===== src/rtl/boot_policy_ctrl.sv =====
module boot_policy_ctrl #(
  parameter int ADDR_W     = 20,
  parameter int PAGE_BYTES = 2048,
  parameter int MAX_PAGE   = 127,
  localparam int PAGE_W    = $clog2(MAX_PAGE + 1)
) (
  input  logic              clk,
  input  logic              rst_n,
  input  logic              flash_blank,
  input  logic              boot_pin,
  output logic              rd_req,
  output logic [ADDR_W-1:0] rd_addr,
  input  logic              rd_valid,
  input  logic [31:0]       rd_data,
  output logic              crc_req,
  output logic              crc_img,
  output logic [PAGE_W-1:0] crc_last_page,
  input  logic              crc_done,
  input  logic              crc_ok,
  output logic              wp_load,
  output logic [31:0]       wp_word,
  output logic              dbg_en,
  output logic [1:0]        acc_class,
  output logic              go_user,
  output logic              go_loader,
  output logic              done
);

  localparam logic [1:0] ACC_NONE  = 2'd0;
  localparam logic [1:0] ACC_ERASE = 2'd1;
  localparam logic [1:0] ACC_FULL  = 2'd2;
  localparam logic [ADDR_W-1:0] PG      = ADDR_W'(PAGE_BYTES);
  localparam logic [ADDR_W-1:0] KH_OFS  = ADDR_W'(32'h180);
  localparam logic [ADDR_W-1:0] LEN_OFS = ADDR_W'(32'h194);
  localparam logic [ADDR_W-1:0] WP_OFS  = ADDR_W'(32'h19C);
  localparam logic [31:0] ONES = 32'hFFFF_FFFF;

  typedef enum logic [3:0] {
    ST_BOOT, ST_KH, ST_KHCRC, ST_LEN, ST_ICRCW, ST_ICRC, ST_WP, ST_FINAL, ST_DONE
  } state_t;

  state_t            state;
  logic [1:0]        kh_idx;
  logic              kh_ones, kh_crc_ok, img_ok, pin_q, blank_q;
  logic [PAGE_W-1:0] len_q;
  logic              prot;

  assign prot          = !(kh_ones && kh_crc_ok);
  assign rd_req        = (state == ST_KH) || (state == ST_LEN) ||
                         (state == ST_ICRCW) || (state == ST_WP);
  assign crc_req       = (state == ST_KHCRC) || (state == ST_ICRC);
  assign crc_img       = (state == ST_ICRC);
  assign crc_last_page = len_q;

  always_comb begin
    case (state)
      ST_KH:    rd_addr = KH_OFS + ADDR_W'({kh_idx, 2'b00});
      ST_LEN:   rd_addr = LEN_OFS;
      ST_ICRCW: rd_addr = ADDR_W'(len_q) * PG + PG - ADDR_W'(4);
      ST_WP:    rd_addr = WP_OFS;
      default:  rd_addr = '0;
    endcase
  end

  always_ff @(posedge clk or negedge rst_n) begin
    if (!rst_n) begin
      state     <= ST_BOOT;
      kh_idx    <= '0;
      kh_ones   <= 1'b1;
      kh_crc_ok <= 1'b0;
      img_ok    <= 1'b0;
      pin_q     <= 1'b0;
      blank_q   <= 1'b0;
      len_q     <= '0;
      wp_load   <= 1'b0;
      wp_word   <= '0;
      dbg_en    <= 1'b0;
      acc_class <= ACC_NONE;
      go_user   <= 1'b0;
      go_loader <= 1'b0;
      done      <= 1'b0;
    end else begin
      wp_load <= 1'b0;
      case (state)
        ST_BOOT: begin
          blank_q <= flash_blank;
          if (flash_blank) state <= ST_FINAL;
          else begin
            pin_q <= boot_pin;
            state <= ST_KH;
          end
        end
        ST_KH: if (rd_valid) begin
          kh_ones <= kh_ones && (rd_data == ONES);
          kh_idx  <= kh_idx + 2'd1;
          if (kh_idx == 2'd3) state <= ST_KHCRC;
        end
        ST_KHCRC: if (crc_done) begin
          kh_crc_ok <= crc_ok;
          state     <= ST_LEN;
        end
        ST_LEN: if (rd_valid) begin
          if (rd_data > 32'(MAX_PAGE)) begin
            img_ok <= 1'b0;
            state  <= ST_WP;
          end else begin
            len_q <= rd_data[PAGE_W-1:0];
            state <= ST_ICRCW;
          end
        end
        ST_ICRCW: if (rd_valid) begin
          if (rd_data == ONES) begin
            img_ok <= 1'b1;
            state  <= ST_WP;
          end else state <= ST_ICRC;
        end
        ST_ICRC: if (crc_done) begin
          img_ok <= crc_ok;
          state  <= ST_WP;
        end
        ST_WP: if (rd_valid) begin
          wp_word <= rd_data;
          wp_load <= 1'b1;
          state   <= ST_FINAL;
        end
        ST_FINAL: begin
          done <= 1'b1;
          if (blank_q) begin
            dbg_en    <= 1'b1;
            acc_class <= ACC_FULL;
            go_loader <= 1'b1;
          end else begin
            dbg_en    <= !prot || !img_ok;
            acc_class <= img_ok ? ACC_FULL : ACC_ERASE;
            go_user   <= pin_q && img_ok;
            go_loader <= !(pin_q && img_ok);
          end
          state <= ST_DONE;
        end
        default: state <= ST_DONE;
      endcase
    end
  end


  safe_hold_chk: assert property (@(posedge clk) disable iff (!rst_n)
    !done |-> (!dbg_en && acc_class == ACC_NONE && !go_user && !go_loader));

  done_sticky_chk: assert property (@(posedge clk) disable iff (!rst_n)
    done |=> (done && $stable(dbg_en) && $stable(acc_class) && $stable(go_user)));

  path_onehot_chk: assert property (@(posedge clk) disable iff (!rst_n)
    done |-> $countones({go_user, go_loader}) == 1);

  user_needs_full_chk: assert property (@(posedge clk) disable iff (!rst_n)
    go_user |-> acc_class == ACC_FULL);

  erase_dbg_chk: assert property (@(posedge clk) disable iff (!rst_n)
    (done && acc_class == ACC_ERASE) |-> dbg_en);

  req_excl_chk: assert property (@(posedge clk) disable iff (!rst_n)
    $onehot0({rd_req, crc_req}));

  wp_pulse_chk: assert property (@(posedge clk) disable iff (!rst_n)
    wp_load |-> (!done && !blank_q) ##1 !wp_load);

  blank_quiet_chk: assert property (@(posedge clk) disable iff (!rst_n)
    (blank_q && state != ST_BOOT) |-> (!rd_req && !crc_req && !wp_load));

endmodule


===== config.mk =====
export PLATFORM = sky130hd
export DESIGN_NAME = boot_policy_ctrl
export DESIGN_NICKNAME = d
export VERILOG_FILES = /design/src/rtl/boot_policy_ctrl.sv
export SDC_FILE = /design/constraint.sdc
export NUM_CORES = 1
export LEC_CHECK = 0
export ABC_AREA = 1
export BUFFER_PORTS_ARGS = -buffer_cell sky130_fd_sc_hd__buf_2
export CAP_MARGIN = 10
export CORE_MARGIN = 8
export CORE_UTILIZATION = 26
export DETAILED_ROUTE_END_ITERATION = 7
export GPL_TIMING_DRIVEN = 1
export PLACE_DENSITY = 0.56
export SLEW_MARGIN = 20
export SYNTH_ARGS = -nofsm -noshare
export SYNTH_HDL_FRONTEND = slang
export SYNTH_SLANG_ARGS = --single-unit

===== constraint.sdc =====
create_clock -name clk -period 2.48 [get_ports clk]
set_clock_uncertainty 0.15 [all_clocks]
set_input_delay 0.496 -clock clk [delete_from_list [all_inputs] [get_ports clk]]
set_output_delay 0.496 -clock clk [all_outputs]
set_load 0.05 [all_outputs]

==> results.md, run 1 <==
- Hold_ws: -0.0002059 ns
- Critical path class: reg2out
- Mapped Area: 2836 µm²
- R2R setup slack: 0.69 ns
- Synth-to-layout area growth: 31.67%
- Number of vias per cell: 4.282
- DIE HEIGHT: 120.5 µm
- CTS Buffer Depth: 2
- Antenna Nets Post-Route: 0
- Met2 Use GR: 0.1924
- Final nets: 516
- Port Buffers: 103
- Worst Hold Class: in2async
- CP max FO: 6
- Synth unique cells: 33
- Clock buffer count from CTS: 9
- Clock sink count: 57
- Sw frac: 0.5071
- Dpl cell area: 3473 µm²
- Final Cycle Share: 0.9392
- IO Pins: 108
- ANT cells: 0
- Setup crit start kind: register
- Register clock-pin slew on the reported worst setup and hold paths: 0.08 ns
- Core region area: 10,750 µm²
- WP data required: 1.83 ns
- Max-cap violations: 0
- Failing checks: hold timing
- Final setup vio count: 0
- Routed vias: 2,659
- CTS tree: done
- Starting density of the core: 0.2640
- Clk root buf: clkbuf_8
- Worst path top cell family by delay: simple AND/OR/NAND/NOR gates
- Overflow after GRT: 0
- Die width: 120.5 µm
- Ys Warns: 0
- Slowest cell on crit path: dfrtp_1
- Sequential cell area fraction in the yosys report: 0.5033
- Gr busiest metal: met2
- Routed WL: 8520 µm
- Clk_lat worst skew: 0.34 ns
- R2R Path End: crc_last_page[2]$_DFFE_PN0P_
- Power after layout: 5.002 mW
- Die area: 14,510 µm²
- Vias in the first global route: 2,745
- Post-DP HPWL: 6660 µm
- Clk pwr share: 0.197
- GRT met1 Usage: 0.1465
- Crit path largest cell delay: 0.45 ns
- Final worst path period need: 2.329 ns
- Crit-path cells: nand2_1 -> inv_1 -> nand2_1 -> nand3_1 -> o21a_1 -> buf_4
- WL/cell: 13.72 µm
- Final hold vios: 1
- First DRT Iteration DRCs: 193
- Int Pwr: 2.465 mW
- Max IR drop VDD: 771.2 µV
- Unrepaired setup endpoints after global routing: false
- Number of max-slew violations in the final report: 0
- Status: finished, violations left
- Antenna violations before repair: 0
- Switching power of the nets: 2.537 mW
- Register-to-Register Path Depth: 7
- First-pass GRT wire length: 13,910 µm
- Sequential fraction of design power: 0.311
- Met3 usage: 0.04429
- Share of cells above drive strength 1: 0.2931
- Seq cells post-synth: 57
- TNS Setup: 0 ns
- Residual DRC: 0
- Combinational share of power: 0.491
- Final design instance area without fill: 3735 µm²
- Avg Cell Area, Syn: 7.708 µm²
- Largest net degree at the start of global routing: 58
- Worst Path Buf+Inv: 2
- P_leak: 2.136 nW
- Reg2reg start: state[1]$_DFFE_PN0P_
- Critical path arrival: 1.68 ns
- Most used cell along the critical path: nand2_1
- Worst Setup End Kind: output port
- Pwr per Cell Area: 1339 nW/µm²
- Syn Inst Count: 368
- Htree depth: 3
- Total GRT Usage: 0.1198
- Drt pass-1 iters: 5
- Max Fclk: 429.3 MHz
- Num rows: 38
- GPL Wtd Cong: 0.8952
[kinds of logic (layout without fill, tap and decap cells)]
| kind of cell | after synthesis | count (layout) | share of synthesized area |
|---|---|---|---|
| and+or+nand+nor | 214 | 214 | 0.3189 |
| buffers and inverters | 61 | 171 | 0.1006 |
| DFF | 57 | 57 | 0.5033 |
| AOI/OAI and AO/OA | 33 | 33 | 0.06837 |
| adders and majority gates | 1 | 1 | 0.004410 |
| other | 1 | 4 | 0.001322 |
| xor gates and xnor gates | 1 | 1 | 0.003088 |
[per-layer routing]
layer / vias to the layer above / share of wire
met5: - / 0
met4: 0 / 0.0092
met3: 8 / 0.086
met2: 95 / 0.47
met1: 1216 / 0.43
li1: 1340 / -
[cell usage after synthesis, drive strengths merged]
| cell type | number | area, µm² |
|---|---|---|
| nand4 | 9 | 56.30 |
| clkinv | 1 | 3.750 |
| o31ai | 1 | 7.510 |
| buf | 14 | 108.9 |
| nor2b | 1 | 6.260 |
| dfstp | 1 | 26.28 |
| clkbuf | 1 | 3.750 |
| or2 | 1 | 6.260 |
| a21oi | 3 | 15.01 |
| o21a | 1 | 7.510 |
| inv | 45 | 168.9 |
| nor3 | 3 | 15.01 |
| nand3 | 14 | 70.07 |
| nor2 | 42 | 196.4 |
| ha | 1 | 12.51 |
| conb | 1 | 3.750 |
| nand3b | 1 | 7.510 |
| nand2 | 143 | 546.8 |
| a21boi | 1 | 7.510 |
| o21ai | 24 | 135.1 |
| a21o | 2 | 15.01 |
| dfrtp | 56 | 1401 |
| xor2 | 1 | 8.760 |
| a31oi | 1 | 6.260 |
[worst max path at each step]
stage / start / to / slack (ns) / cells after the start
after floorplan: state[3]$_DFFE_PN0P_ / rd_addr[2] / 0.003 / 6
after global placement: state[3]$_DFFE_PN0P_ / rd_addr[2] / 0.38 / 7
after detailed placement: state[3]$_DFFE_PN0P_ / rd_addr[2] / 0.30 / 7
after CTS: state[1]$_DFFE_PN0P_ / rd_addr[5] / 0.02 / 4
after global routing: state[1]$_DFFE_PN0P_ / rd_addr[2] / 0.02 / 6
final: state[1]$_DFFE_PN0P_ / rd_addr[2] / 0.15 / 6
[state kept, by name, summed over array words and instances (netlist names)]
signal	count
go_loader	1
acc_class	2
kh_ones	1
pin_q	1
img_ok	1
dbg_en	1
wp_word	32
kh_idx	2
go_user	1
blank_q	1
wp_load	1
state	4
crc_last_page	7
kh_crc_ok	1
done	1
[per-stage QoR]
step | util | worst slack (ns) | cells | hold WS (ns)
finish | 0.3476 | 0.1508 | 621 | -0.0002059
global route | 0.3476 | 0.02001 | 621 | 0.008058
CTS | 0.3444 | 0.01551 | 618 | 0.005895
detailed placement | 0.3232 | 0.3007 | 602 | 0.3112
global placement | 0.3232 | 0.3833 | 602 | 0.2996
floorplan | - | 0.003309 | 371 | 0.05041
[power by group through the flow]
stage	clock network [mW]	registers [mW]	logic, mW
after floorplan	0	2.64	0.737
after global placement	0	1.55	2.41
after detailed placement	0	1.57	2.44
after CTS	1.02	1.56	2.45
after global routing	1.06	1.61	2.65
final	0.987	1.56	2.46
[area by class of cell]
class / count / area [µm²]
clock buffer: 11 / 141.4
clock inverter: 5 / 78.83
fill: 1176 / 7010
inverter: 46 / 172.7
multi-input combinational: 253 / 1140
sequential: 57 / 1429
tap: 140 / 175.2
timing repair buffer: 109 / 598.1
[layout by cell type (no fill, tap or decap), drive strengths merged, types with 2 or more instances in the layout]
| cell type | n |
|---|---|
| clkinv | 4 |
| nor3 | 3 |
| dfrtp | 56 |
| inv | 45 |
| nand2 | 143 |
| clkbuf | 15 |
| a21oi | 3 |
| nor2 | 42 |
| buf | 105 |
| o21ai | 24 |
| conb | 4 |
| a21o | 2 |
| bufinv | 2 |
| nand4 | 9 |
| nand3 | 14 |
[repair_timing]
item | CTS | global route
pin swaps | 0 | 1
hold buffers | 0 | 0
endpoints found under the hold margin | 0 | 0
endpoints found under the setup margin | 1 | 5
gates resized for setup | 2 | 6
buffers inserted | 0 | 3
(Power assumes the default switching activity.)
==> inputs of run 2 (changes only) <==
--- a/config.mk
+++ b/config.mk
@@ -5,7 +5,6 @@
 export SDC_FILE = /design/constraint.sdc
 export NUM_CORES = 1
 export LEC_CHECK = 0
-export ABC_AREA = 1
 export BUFFER_PORTS_ARGS = -buffer_cell sky130_fd_sc_hd__buf_2
 export CAP_MARGIN = 10
 export CORE_MARGIN = 8
==> run 2 against run 1 <==
The flow now finishes without violations. Combinational power about the same. Hold slack improved by 0.0094 ns. Final cell count decreased by 22%. Sequential power about the same. Critical endpoint is now rd_addr[6].
==> results.md, run 2 <==
- Share of cells above drive strength 1: 0.4957 (+0.2026)
- CTS Buffer Depth: 2 (unchanged)
- Clk_lat worst skew: 0.33 ns (about the same)
- Mapped Area: 2785 µm² (-1.8%)
- Avg Cell Area, Syn: 11.65 µm² (+51%)
- Num rows: 37 (-2.6%)
- Slowest cell on crit path: dfrtp_1
- Number of max-slew violations in the final report: 0 (unchanged)
- Max-cap violations: 0 (unchanged)
- IO Pins: 108 (unchanged)
- Synth unique cells: 41 (+24%)
- Worst path top cell family by delay: flip-flops
- Layout Utilization: 0.3532 (+0.005583)
- Routed WL: 8120 µm (-4.7%)
- Routed vias: 2,279 (-14%)
- Int Pwr: 2.524 mW (+2.4%)
- Overflow after GRT: 0 (unchanged)
- Clk pwr share: 0.189 (-0.008)
- Met3 usage: 0.04407 (-0.0002197)
- Top cell type's share of synthesized area: 0.5031 (+0.009100)
- Placed Cells: 472 (-22%)
- Drt pass-1 iters: 5 (unchanged)
- TNS Setup: 0 ns (unchanged)
- Post-DP HPWL: 6289 µm (-5.6%)
- Vias in the first global route: 2,491 (-9.3%)
- Register clock-pin slew on the reported worst setup and hold paths: 0.06 ns (-0.02 ns)
- Final Cycle Share: 0.9467 (+0.007504)
- Combinational share of power: 0.499 (+0.008)
- Htree depth: 3 (unchanged)
- First DRT Iteration DRCs: 61 (-68%)
- Die area: 14,280 µm² (-1.6%)
- WL/cell: 16.67 µm (+22%)
- DIE HEIGHT: 119.5 µm (-0.79%)
- Critical path class: reg2out
- Setup crit start kind: register
- Sequential fraction of design power: 0.312 (about the same)
- Crit-path cells: nor2b_1 -> buf_4 -> and2_4 -> buf_2
- Commonest non-fill, non-tap cell in the layout: buf_2
- Worst Path Buf+Inv: 2 (unchanged)
- Residual DRC: 0 (unchanged)
- Pwr per Cell Area: 1340 nW/µm² (about the same)
- Relative slew slack: 0.6402
- Count leader, synth: dfrtp_1
- GRT met1 Usage: 0.1403 (-0.006269)
- Met2 Use GR: 0.1792 (-0.01325)
- Port Buffers: 103 (unchanged)
- R2R Path End: crc_last_page[0]$_DFFE_PN0P_
- Unrepaired setup endpoints after global routing: false
- Crit path largest cell delay: 0.52 ns (+0.07 ns)
- Antenna Nets Post-Route: 0 (unchanged)
- Switching power of the nets: 2.384 mW (-6.0%)
- Post-synth EDFFs: 0 (unchanged)
- R2R setup slack: 0.50 ns (-0.19 ns)
- CTS tree: done
- Hold_buf cts: 0 (unchanged)
- Final setup vio count: 0 (unchanged)
- Finished Layout Cells: 487 (-22%)
- Clock buffer count from CTS: 9 (unchanged)
- Top FF cell, synth: dfrtp_1
- Largest net degree at the start of global routing: 58 (unchanged)
- Synth-to-layout area growth: 31.49%
- CP max FO: 12 (+6)
- Seq cells post-synth: 57 (unchanged)
- GPL Wtd Cong: 0.7719 (-14%)
- Final hold vios: 0 (-1)
- Max reg flops: 32 (unchanged)
- Status: complete, no violations
- Die width: 119.5 µm (-0.79%)
- Worst Setup End Kind: output port
- Worst Hold Class: in2async
- Sequential cell area fraction in the yosys report: 0.5126 (+0.009270)
- Max Fclk: 425.9 MHz (-0.79%)
- Ys async rst share: 1.000 (unchanged)
- Max IR drop VDD: 683.1 µV (-11%)
- Core region area: 10,370 µm² (-3.5%)
- Antenna violations before repair: 0 (unchanged)
- Post-CTS Repair Setup Buffers: 0 (unchanged)
- Clock sink count: 57 (unchanged)
- Total GRT Usage: 0.1144 (-0.005398)
- Dominant cell type by area after synthesis: dfrtp_1
- Reg with most FFs: wp_word
- Final worst path period need: 2.348 ns (+0.01861 ns)
- ANT cells: 0 (unchanged)
- WP data required: 1.83 ns (about the same)
- Register-to-Register Path Depth: 5 (-2)
- Most frequent cells in the layout: buf_2 (103), dfrtp_1 (54), mux2_2 (31)
- P_leak: 1.895 nW (-11%)
- Clk root buf: clkbuf_8
- Post-synth top cells: dfrtp_1 (56), mux2_2 (31)
- Number of vias per cell: 4.680 (+9.3%)
- Ys Warns: 0 (unchanged)
- Syn Inst Count: 239 (-35%)
- Sw frac: 0.4857 (-0.02139)
- Worst-margin pin slew: 0.5348 ns
- Synth top area cells: dfrtp_1 (50%), mux2_2 (13%), mux2_4 (3.8%)
- Reg2reg start: state[1]$_DFFE_PN0P_
- Gr busiest metal: met2
- First-pass GRT wire length: 13,090 µm (-5.9%)
- Starting density of the core: 0.2686 (+0.004608)
- Final nets: 387 (-25%)
- Critical path arrival: 1.70 ns (+0.02 ns)
run 2: changes by cell type in the layout (fill, tap and decap cells not counted), sizes merged, moves of 12 or more:
cell / delta
nor2: -33
nand2: -132
mux2: +43
o21ai: -18
nor4: +12
inv: -40
run 2: cells by family (layout without fill, tap and decap cells):
logic type,Yosys count,count (layout),synth area share
XOR/XNOR,1,1,0.003145
AO/OA/AOI/OAI,33,33,0.07367
buffers and inverters,23,132,0.05166
adder cells (fa/ha/maj),1,1,0.004492
AND/OR/NAND/NOR,78,78,0.1626
flip-flops,57,57,0.5126
multiplexers,45,45,0.1905
other,1,4,0.001346
run 2: repair_timing:
action                                  CTS  global route
hold endpoints to repair                  0             0
gates resized for setup                   0             2
endpoints found under the setup margin    0             7
run 2: how the worst max path moves through the flow:
stage	from	cells past startpoint	to
finish	state[2]$_DFFE_PN0P_	4	rd_addr[6]
global route	state[0]$_DFFE_PN0P_	4	crc_req
CTS	state[1]$_DFFE_PN0P_	4	crc_req
detailed placement	rd_data[8]	6	img_ok$_DFFE_PN0P_
global placement	rd_data[8]	6	img_ok$_DFFE_PN0P_
floorplan	state[0]$_DFFE_PN0P_	4	rd_addr[2]
run 2: per-stage QoR:
stage	power, mW	hold slack, ns	instance area, µm²	setup slack (ns)
global placement	3.987	0.2952	3446	0.3032
global route	5.185	0.01949	3662	0.008006
floorplan	3.400	0.05041	2800	0.1807
CTS	4.967	0.01049	3660	0.04287
detailed placement	4.016	0.2996	3446	0.2147
finish	4.908	0.009172	3662	0.1321
run 2: area by class of cell:
type / instances / area [µm²]
well taps: 136 / 170.2
multi-input cells: 162 / 1234
inverters: 5 / 18.77
clock inverters: 2 / 35.03
flip-flops and latches: 57 / 1430
clock buffers: 13 / 178.9
fillers: 1070 / 6708
repair buffers: 112 / 595.6
run 2: power groups by stage:
stage	combinational (mW)	clock (mW)	sequential (mW)
6_report	2.45	0.929	1.53
5_1_grt	2.60	1.00	1.58
3_5_place_dp	2.48	0	1.54
2_1_floorplan	0.933	0	2.47
3_3_place_gp	2.47	0	1.52
4_1_cts	2.48	0.962	1.52
run 2: per-layer routing:
layer,wire length [µm],vias to the layer above
li1,-,1084
met2,3712,88
met5,0,-
met1,3613,1096
met3,686,11
met4,108,0
